--- src/rtl/irq_ctrl_pkg.sv ---
package irq_ctrl_pkg;
  localparam int unsigned VEC_W = 16;

  typedef enum logic {
    LVL_LO = 1'b0,
    LVL_HI = 1'b1
  } irq_lvl_e;

  function automatic logic [VEC_W-1:0] irq_vector(input int unsigned idx,
                                                   input int unsigned base,
                                                   input int unsigned step);
    return VEC_W'(base + step * idx);
  endfunction
endpackage

--- src/rtl/irq_flags.sv ---
module irq_flags #(
  parameter int unsigned NSRC   = 12,
  parameter int unsigned NHWCLR = 4,
  parameter int unsigned IDX_W  = 4
) (
  input  logic             clk_i,
  input  logic             rst_ni,
  input  logic [NSRC-1:0]  set_i,
  input  logic [NSRC-1:0]  sw_clr_i,
  input  logic             hw_clr_i,
  input  logic [IDX_W-1:0] hw_idx_i,
  output logic [NSRC-1:0]  flag_o
);
  logic [NSRC-1:0] flag_q, hw_clr;

  for (genvar i = 0; i < NSRC; i++) begin : g_hw
    if (i < NHWCLR) begin : g_auto
      assign hw_clr[i] = hw_clr_i && (hw_idx_i == IDX_W'(i));
    end else begin : g_soft
      assign hw_clr[i] = 1'b0;
    end
  end

  // new events win over clears in the same cycle
  always_ff @(posedge clk_i or negedge rst_ni) begin
    if (!rst_ni) flag_q <= '0;
    else         flag_q <= (flag_q & ~sw_clr_i & ~hw_clr) | set_i;
  end

  assign flag_o = flag_q;
endmodule

--- src/rtl/irq_arb.sv ---
module irq_arb
  import irq_ctrl_pkg::*;
#(
  parameter int unsigned NSRC  = 12,
  parameter int unsigned IDX_W = 4
) (
  input  logic [NSRC-1:0]  flag_i,
  input  logic [NSRC-1:0]  en_i,
  input  logic [NSRC-1:0]  pr_i,
  input  logic             gen_i,
  input  logic [1:0]       in_svc_i,   // [1] high level busy, [0] low level busy
  output logic             vld_o,
  output logic [IDX_W-1:0] idx_o,
  output irq_lvl_e         lvl_o
);
  logic [NSRC-1:0] cand, hi, lo;

  function automatic logic [IDX_W-1:0] first_set(input logic [NSRC-1:0] v);
    logic [IDX_W-1:0] r;
    r = '0;
    for (int i = NSRC - 1; i >= 0; i--) if (v[i]) r = IDX_W'(i);
    return r;
  endfunction

  assign cand = gen_i ? (flag_i & en_i) : '0;
  assign hi   = cand & pr_i;
  assign lo   = cand & ~pr_i;

  always_comb begin
    vld_o = 1'b0;
    idx_o = '0;
    lvl_o = LVL_LO;
    if (|hi && !in_svc_i[1]) begin
      vld_o = 1'b1;
      idx_o = first_set(hi);
      lvl_o = LVL_HI;
    end else if (|lo && in_svc_i == 2'b00) begin
      vld_o = 1'b1;
      idx_o = first_set(lo);
    end
  end
endmodule

--- src/rtl/irq_svc.sv ---
module irq_svc
  import irq_ctrl_pkg::*;
(
  input  logic     clk_i,
  input  logic     rst_ni,
  input  logic     push_i,
  input  irq_lvl_e push_lvl_i,
  input  logic     pop_i,
  output logic [1:0] in_svc_o
);
  logic hi_q, lo_q, hi_d, lo_d;

  always_comb begin
    hi_d = hi_q;
    lo_d = lo_q;
    if (pop_i) begin
      if (hi_q) hi_d = 1'b0;
      else      lo_d = 1'b0;
    end
    if (push_i) begin
      if (push_lvl_i == LVL_HI) hi_d = 1'b1;
      else                      lo_d = 1'b1;
    end
  end

  always_ff @(posedge clk_i or negedge rst_ni) begin
    if (!rst_ni) begin
      hi_q <= 1'b0;
      lo_q <= 1'b0;
    end else begin
      hi_q <= hi_d;
      lo_q <= lo_d;
    end
  end

  assign in_svc_o = {hi_q, lo_q};
endmodule

--- src/rtl/irq_ctrl.sv ---
module irq_ctrl
  import irq_ctrl_pkg::*;
#(
  parameter int unsigned BANK_W   = 6,
  parameter int unsigned NHWCLR   = 4,
  parameter int unsigned VEC_BASE = 3,
  parameter int unsigned VEC_STEP = 8
) (
  input  logic                   clk_i,
  input  logic                   rst_ni,
  input  logic [2*BANK_W-1:0]    set_i,
  input  logic [2*BANK_W-1:0]    sw_clr_i,
  input  logic                   reg_we_i,
  input  logic [1:0]             reg_sel_i,
  input  logic [7:0]             reg_wdata_i,
  input  logic                   irq_ack_i,
  input  logic                   reti_i,
  output logic [2*BANK_W-1:0]    flag_o,
  output logic                   irq_req_o,
  output logic [VEC_W-1:0]       irq_vec_o
);
  localparam int unsigned NSRC  = 2 * BANK_W;
  localparam int unsigned IDX_W = $clog2(NSRC);

  logic [NSRC-1:0]  en_q, pr_q;
  logic             gen_q;
  logic             req_q;
  logic [IDX_W-1:0] req_idx;
  irq_lvl_e         req_lvl;
  logic [VEC_W-1:0] vec_q;
  logic             arb_vld;
  logic [IDX_W-1:0] arb_idx;
  irq_lvl_e         arb_lvl;
  logic [1:0]       in_svc;
  logic             take;

  assign take = req_q && irq_ack_i;

  always_ff @(posedge clk_i or negedge rst_ni) begin
    if (!rst_ni) begin
      en_q  <= '0;
      pr_q  <= '0;
      gen_q <= 1'b0;
    end else if (reg_we_i) begin
      case (reg_sel_i)
        2'd0: begin
          en_q[BANK_W-1:0] <= reg_wdata_i[BANK_W-1:0];
          gen_q            <= reg_wdata_i[7];
        end
        2'd1: en_q[NSRC-1:BANK_W] <= reg_wdata_i[BANK_W-1:0];
        2'd2: pr_q[BANK_W-1:0]    <= reg_wdata_i[BANK_W-1:0];
        default: pr_q[NSRC-1:BANK_W] <= reg_wdata_i[BANK_W-1:0];
      endcase
    end
  end

  irq_flags #(.NSRC(NSRC), .NHWCLR(NHWCLR), .IDX_W(IDX_W)) i_flags (
    .clk_i    (clk_i),
    .rst_ni   (rst_ni),
    .set_i    (set_i),
    .sw_clr_i (sw_clr_i),
    .hw_clr_i (take),
    .hw_idx_i (req_idx),
    .flag_o   (flag_o)
  );

  irq_arb #(.NSRC(NSRC), .IDX_W(IDX_W)) i_arb (
    .flag_i   (flag_o),
    .en_i     (en_q),
    .pr_i     (pr_q),
    .gen_i    (gen_q),
    .in_svc_i (in_svc),
    .vld_o    (arb_vld),
    .idx_o    (arb_idx),
    .lvl_o    (arb_lvl)
  );

  irq_svc i_svc (
    .clk_i      (clk_i),
    .rst_ni     (rst_ni),
    .push_i     (take),
    .push_lvl_i (req_lvl),
    .pop_i      (reti_i),
    .in_svc_o   (in_svc)
  );

  // request latch: once raised, held unchanged until the core takes it
  always_ff @(posedge clk_i or negedge rst_ni) begin
    if (!rst_ni) begin
      req_q   <= 1'b0;
      req_idx <= '0;
      req_lvl <= LVL_LO;
      vec_q   <= '0;
    end else if (take) begin
      req_q <= 1'b0;
    end else if (!req_q && arb_vld) begin
      req_q   <= 1'b1;
      req_idx <= arb_idx;
      req_lvl <= arb_lvl;
      vec_q   <= irq_vector(int'(arb_idx), VEC_BASE, VEC_STEP);
    end
  end

  assign irq_req_o = req_q;
  assign irq_vec_o = vec_q;
endmodule

--- config.mk ---
export PLATFORM = sky130hd
export DESIGN_NAME = irq_ctrl
export DESIGN_NICKNAME = d
export VERILOG_FILES = /design/src/rtl/irq_ctrl_pkg.sv /design/src/rtl/irq_flags.sv /design/src/rtl/irq_arb.sv /design/src/rtl/irq_svc.sv /design/src/rtl/irq_ctrl.sv
export SDC_FILE = /design/constraint.sdc
export NUM_CORES = 1
export LEC_CHECK = 0
export BUFFER_PORTS_ARGS = -buffer_cell sky130_fd_sc_hd__buf_4
export CAP_MARGIN = 0
export CORE_ASPECT_RATIO = 1.25
export CORE_MARGIN = 2
export CORE_UTILIZATION = 25
export CTS_BUF_LIST = sky130_fd_sc_hd__clkbuf_4 sky130_fd_sc_hd__clkbuf_8
export CTS_CLUSTER_DIAMETER = 150
export DETAILED_ROUTE_END_ITERATION = 7
export GPL_TIMING_DRIVEN = 0
export SETUP_SLACK_MARGIN = 0.4
export SYNTH_ARGS = -nofsm -noshare
export SYNTH_HDL_FRONTEND = slang
export SYNTH_HIERARCHICAL = 1
export SYNTH_SLANG_ARGS = --single-unit
export TNS_END_PERCENT = 5
--- constraint.sdc ---
create_clock -name clk_i -period 2.7 [get_ports clk_i]
set_input_delay 0.405 -clock clk_i [delete_from_list [all_inputs] [get_ports clk_i]]
set_output_delay 0.405 -clock clk_i [all_outputs]
set_load 0.01 [all_outputs]
# Word-level counts from Yosys, hierarchy flattened
# Index checks and enable logic that the tools add are counted.
# totals
register_bits	61
in_bits	39
output_inout_bits	29
word_cells	90
# op_classes
add_sub_neg	1
eq_ne	5
mux	39
bitwise_logic	11
n_reduce_logical	22
# ops
cell	count
$mux W4	26
$and A12 B12 Y12	5
$not A12 Y12	2
$reduce_or A12 Y1	2
$mux W1	12
$mux W12	1
$not A4 Y12	1
$or A12 B12 Y12	1
$reduce_and A2 Y1	5
$add A2 B7 Y8 const A	1
$eq A4 B2 Y1 const B	2
$logic_and A1 B1 Y1	8
$eq A4 B1 Y1 const B	1
$logic_not A2 Y1	2
$logic_not A4 Y1	1
$reduce_or A3 Y1	1
$eq A2 B1 Y1 const B	1
$eq A2 B2 Y1 const B	1
$logic_not A1 Y1	2
$not A1 Y1	2
$reduce_bool A2 Y1	1

# Depth between registers and ports, before layout
# depth
depth_word	18
mapped_depth	10
mapped_depth_nobuf	7

# By module
# Netlist, hierarchy kept.
# by_module_without_submodules
mod	n_inst	cells_each	area_each_um2	seq_area_each_um2
irq_ctrl	1	84	1298.7	800.8
irq_arb	1	88	594.3	0.0
irq_flags	1	42	510.5	300.3
irq_svc	1	10	96.3	50.0

# Worst setup path before layout
# Ideal clock, no wire load.
# synth_timing
path_type	register to register
from	register gen_q
to	register vec_q[6] (netlist: irq_vec_o[6])
setup_ns	0.125
arrival_ns	1.900
required_ns	2.575
path_slack_ns	0.675
path_stages_with_launch	11
n_path_buf	3
synth_period_minus_slack_ns	2.025
path_cell_list	dfrtp_1 -> buf_6 -> buf_6 -> nand4b_1 -> and4_1 -> nand4_1 -> nor2_1 -> o31ai_1 -> nor2b_1 -> buf_2 -> mux2_2
# synth_between
elab_cells_between_ends	38
classes_between	add/sub: 1; mux: 29; bitwise: 2; reduce/logical: 6
# synth_rtl
element	line	rtl
start: declaration	irq_ctrl.sv:26	logic gen_q;
start signal: assignment	irq_ctrl.sv:48	gen_q <= reg_wdata_i[7];
$mux W12 (*)	irq_arb.sv:25	assign cand = gen_i ? (flag_i & en_i) : '0;
$and A12 B12 Y12	irq_arb.sv:27	assign lo = cand & ~pr_i;
$reduce_or A12 Y1	irq_arb.sv:37	end else if (|lo && in_svc_i == 2'b00) begin
$logic_and A1 B1 Y1	irq_arb.sv:37	
$mux W1	irq_arb.sv:37	
$mux W1 (*)	irq_arb.sv:33	if (|hi && !in_svc_i[1]) begin
via arb_vld	irq_ctrl.sv:31	logic arb_vld;
$logic_and A1 B1 Y1 (*)	irq_ctrl.sv:96	end else if (!req_q && arb_vld) begin
$reduce_and A2 Y1 (no line) (*)	-	
end signal: assignment	irq_ctrl.sv:100	vec_q <= irq_vector(int'(arb_idx), VEC_BASE, VEC_STEP);
end: declaration	irq_ctrl.sv:30	logic [VEC_W-1:0] vec_q;
# Mark *: on every way through the listed nets, which the timed path passes. The rest lies on a longest branch.
# A chain may end at the register's enable or synchronous reset.

# Final worst setup path
# layout_timing
from	register gen_q
to	register req_lvl
# layout_between
elab_chain_len	8
elab_cells_between_ends	12
classes_between	mux: 4; bitwise: 2; reduce/logical: 6
# layout_rtl
element	line	rtl
$mux W12 (*)	irq_arb.sv:25	
$and A12 B12 Y12	irq_arb.sv:27	
$reduce_or A12 Y1	irq_arb.sv:37	
$logic_and A1 B1 Y1	irq_arb.sv:37	
$mux W1	irq_arb.sv:37	
$mux W1 (*)	irq_arb.sv:33	
via arb_vld	irq_ctrl.sv:31	
$logic_and A1 B1 Y1 (*)	irq_ctrl.sv:96	
$reduce_and A2 Y1 (no line) (*)	-	
end signal: assignment	irq_ctrl.sv:99	req_lvl <= arb_lvl;
end: declaration	irq_ctrl.sv:29	irq_lvl_e req_lvl;
# Marked as above.

==> flow_metrics.tcl <==
set metrics [dict create \
    clk-insertion-delay-late_ps 300 \
    nNetsFinal 346 \
    grt_pass1_wl_mm 9.57 \
    synth_area_leaders "dfrtp_1, mux2_2, nand4_1" \
    cp_top_family "simple AND/OR/NAND/NOR gates" \
    synth.avg_cell_area_um2 11.2 \
    vias 2051 \
    setup_tns_ps 0 \
    place_hpwl_mm 4.59 \
    yosysWarnings 6 \
    grt_setup_unrepaired "true" \
    maxCapViolCount 0 \
    seqPwrFrac_pct 39.3 \
    outcome "finished, final reports clean" \
    synth_largest_area_cell "dfrtp_1" \
    grt_max_degree 47 \
    async_flop_share_pct 100 \
    n_antenna_cell 0 \
    fmax_mhz 441 \
    worst_pin_slew_ps 613 \
    synthToLayoutAreaGrowth_pct 34.0 \
    synth_most_common_cell "dfrtp_1" \
    finalCritPeriodShare_pct 84.0 \
    cp_num_cells 9 \
    max_stage_delay_ps 410 \
    crit_chain "buf_4, and4b_1, nor4_1, nand4_1, nor2_2, o31ai_2, nor2b_2, buf_6, mux2_4" \
    finClkSkew_ps 3.15 \
    r2r-end "req_lvl" \
    setup_viol 0 \
    initial_core_util_pct 25.9 \
    cts_max_level 2 \
    die_x_um 93.4 \
    power_density_nw_per_um2 723 \
    gp_congestion 0.865 \
    clock_path_buffers 2 \
    vdd.ir_drop.worst_mv 0.237 \
    crit_required_ps 2890 \
    cpMaxStageDelayCell "dfrtp_1" \
    drt.antenna.violating_nets 0 \
    critPathMaxFanout 10 \
    drt_iter0_markers 81 \
    hold_buffers 0 \
    pwr-share-comb_pct 39.0 \
    yosys_most_used_dff "dfrtp_1" \
    r2r_slack_ps 430 \
    path_class "register to register" \
    routed_wl_mm 6.02 \
    hold_viol 0 \
    clock-sinks 46 \
    num_rows 40 \
    placeableCoreArea_um2 9660 \
    synth_edf_count 0 \
    drc 0 \
    clk_pin_slew_worst_paths_ps 80 \
    ys_seq_area_share_pct 46.0 \
    place.port_buffers 56 \
    synth_cell_types 48 \
    cp.arrival_ps 2450 \
    ff2ff_path_depth 9 \
    synth_top_area_share_pct 46.0 \
    cts_tree "yes" \
    start_kind "register" \
    hold_class "input pin to async pin" \
    intPower_mw 1.66 \
    reg2reg_from "gen_q" \
    antenna_found_initial 0 \
    nFillCells 996 \
    overflow 0 \
    maxSlewViolCount 0 \
    clkPwrFrac_pct 21.7 \
    synth_common_cells "dfrtp_1, mux2_2, nand4_1" \
    ys_ff_latch 46 \
    wl_per_cell_um 13.9 \
    syn-instance-count 224 \
    cts_made_buffers 5 \
    post-route-util_pct 34.7 \
    min_period_ps 2270 \
    root_buffer "clkbuf_8" \
    drive_above_1_share_pct 43.5 \
    dieArea_um2 10800 \
    crit_buf_inv 2 \
    cp-end-kind "register" \
    power_switching_mw 0.757 \
    first_pass_iters 4 \
    swShare_pct 31.3 \
    track_usage_pct 11.4 \
    ios 68 \
    first_global_vias 1967 \
    netlist_area_um2 2500 \
    leakage_nw 1.61 \
    relSlewSlack_pct 59.2 \
    viasPerCell 4.73 \
    die_y_um 116 \
]
[worst register-to-register path, stage by stage, from the launching register on]
cell,delay (ps)
dfrtp_1,410
buf_4,190
and4b_1,230
nor4_1,340
nand4_1,200
nor2_2,140
o31ai_2,70
nor2b_2,160
buf_6,130
mux2_4,290
[worst max path at each step]
| stage | from | endpoint | slack, ps |
|---|---|---|---|
| 2_1_floorplan | gen_q | irq_vec_o[6] | 680 |
| 3_3_place_gp | gen_q | req_idx[1] | 320 |
| 3_5_place_dp | gen_q | req_idx[1] | 270 |
| 4_1_cts | gen_q | irq_vec_o[1] | 400 |
| 5_1_grt | gen_q | req_idx[0] | 270 |
| 6_report | gen_q | req_lvl | 430 |
[layout make-up]
class	instances	area, um^2	share of cell area [%]
inverter	15	56.3	1.68
multi-input combinational	155	1220	36.6
tap	126	158	4.71
buffer	17	143	4.26
clock buffer	7	83.8	2.50
timing repair buffer	67	503	15.0
sequential	46	1150	34.4
clock inverter	1	30.0	0.897
[repair_timing]
action / 4_1_cts / 5_1_grt
setup endpoints to repair: 5 / 6
resized for setup: 2 / 10
pin swaps: 3 / 4
setup buffers: 6 / 5
[registers in the layout, summed over array words and instances (netlist names)]
register	flops
req_lvl	1
i_flags/flag_o	12
i_svc/hi_q	1
gen_q	1
en_q	12
pr_q	12
irq_req_o	1
req_idx	3
irq_vec_o	2
i_svc/lo_q	1
[cell families after synthesis]
group	synth area share [%]
buffers and inverters	7.46
other	0.150
flip-flops	46.0
AO/OA/AOI/OAI	12.8
multiplexers	13.5
AND/OR/NAND/NOR	20.0
[power by group through the flow]
stage	logic (mW)	clock network, mW	registers, mW
after floorplan	0.551	0	0.948
after global placement	0.786	0	0.955
after detailed placement	0.799	0	0.963
after CTS	0.839	0.547	0.949
after global routing	1.04	0.572	0.975
final	0.944	0.526	0.950
[cell usage in the layout (no fill, tap or decap), types with 7 or more instances in the layout]
cell     count
mux2_2      25
buf_4       81
a21o_1       9
conb_1      10
inv_1       15
nor2_1       8
dfrtp_1     46
nand4_1     17
nand2_1      7
[metal layers]
metal  global-route usage, %  routed length (um)
met4                    4.31                 110
met3                    2.93                 310
met5                       0                   0
met1                    13.1                2500
met2                    20.4                3100
[metrics by stage]
step                      area, um^2  setup slack, ps  std cells  power (mW)  hold slack, ps
after floorplan                 2530              675        233        1.50             109
after global placement          3110              319        415        1.74             457
after detailed placement        3110              266        415        1.76             461
after CTS                       3280              402        429        2.34             134
after global routing            3350              273        434        2.59             159
final                           3350              433        434        2.42            96.9
Power figures use the tool's default switching activity.
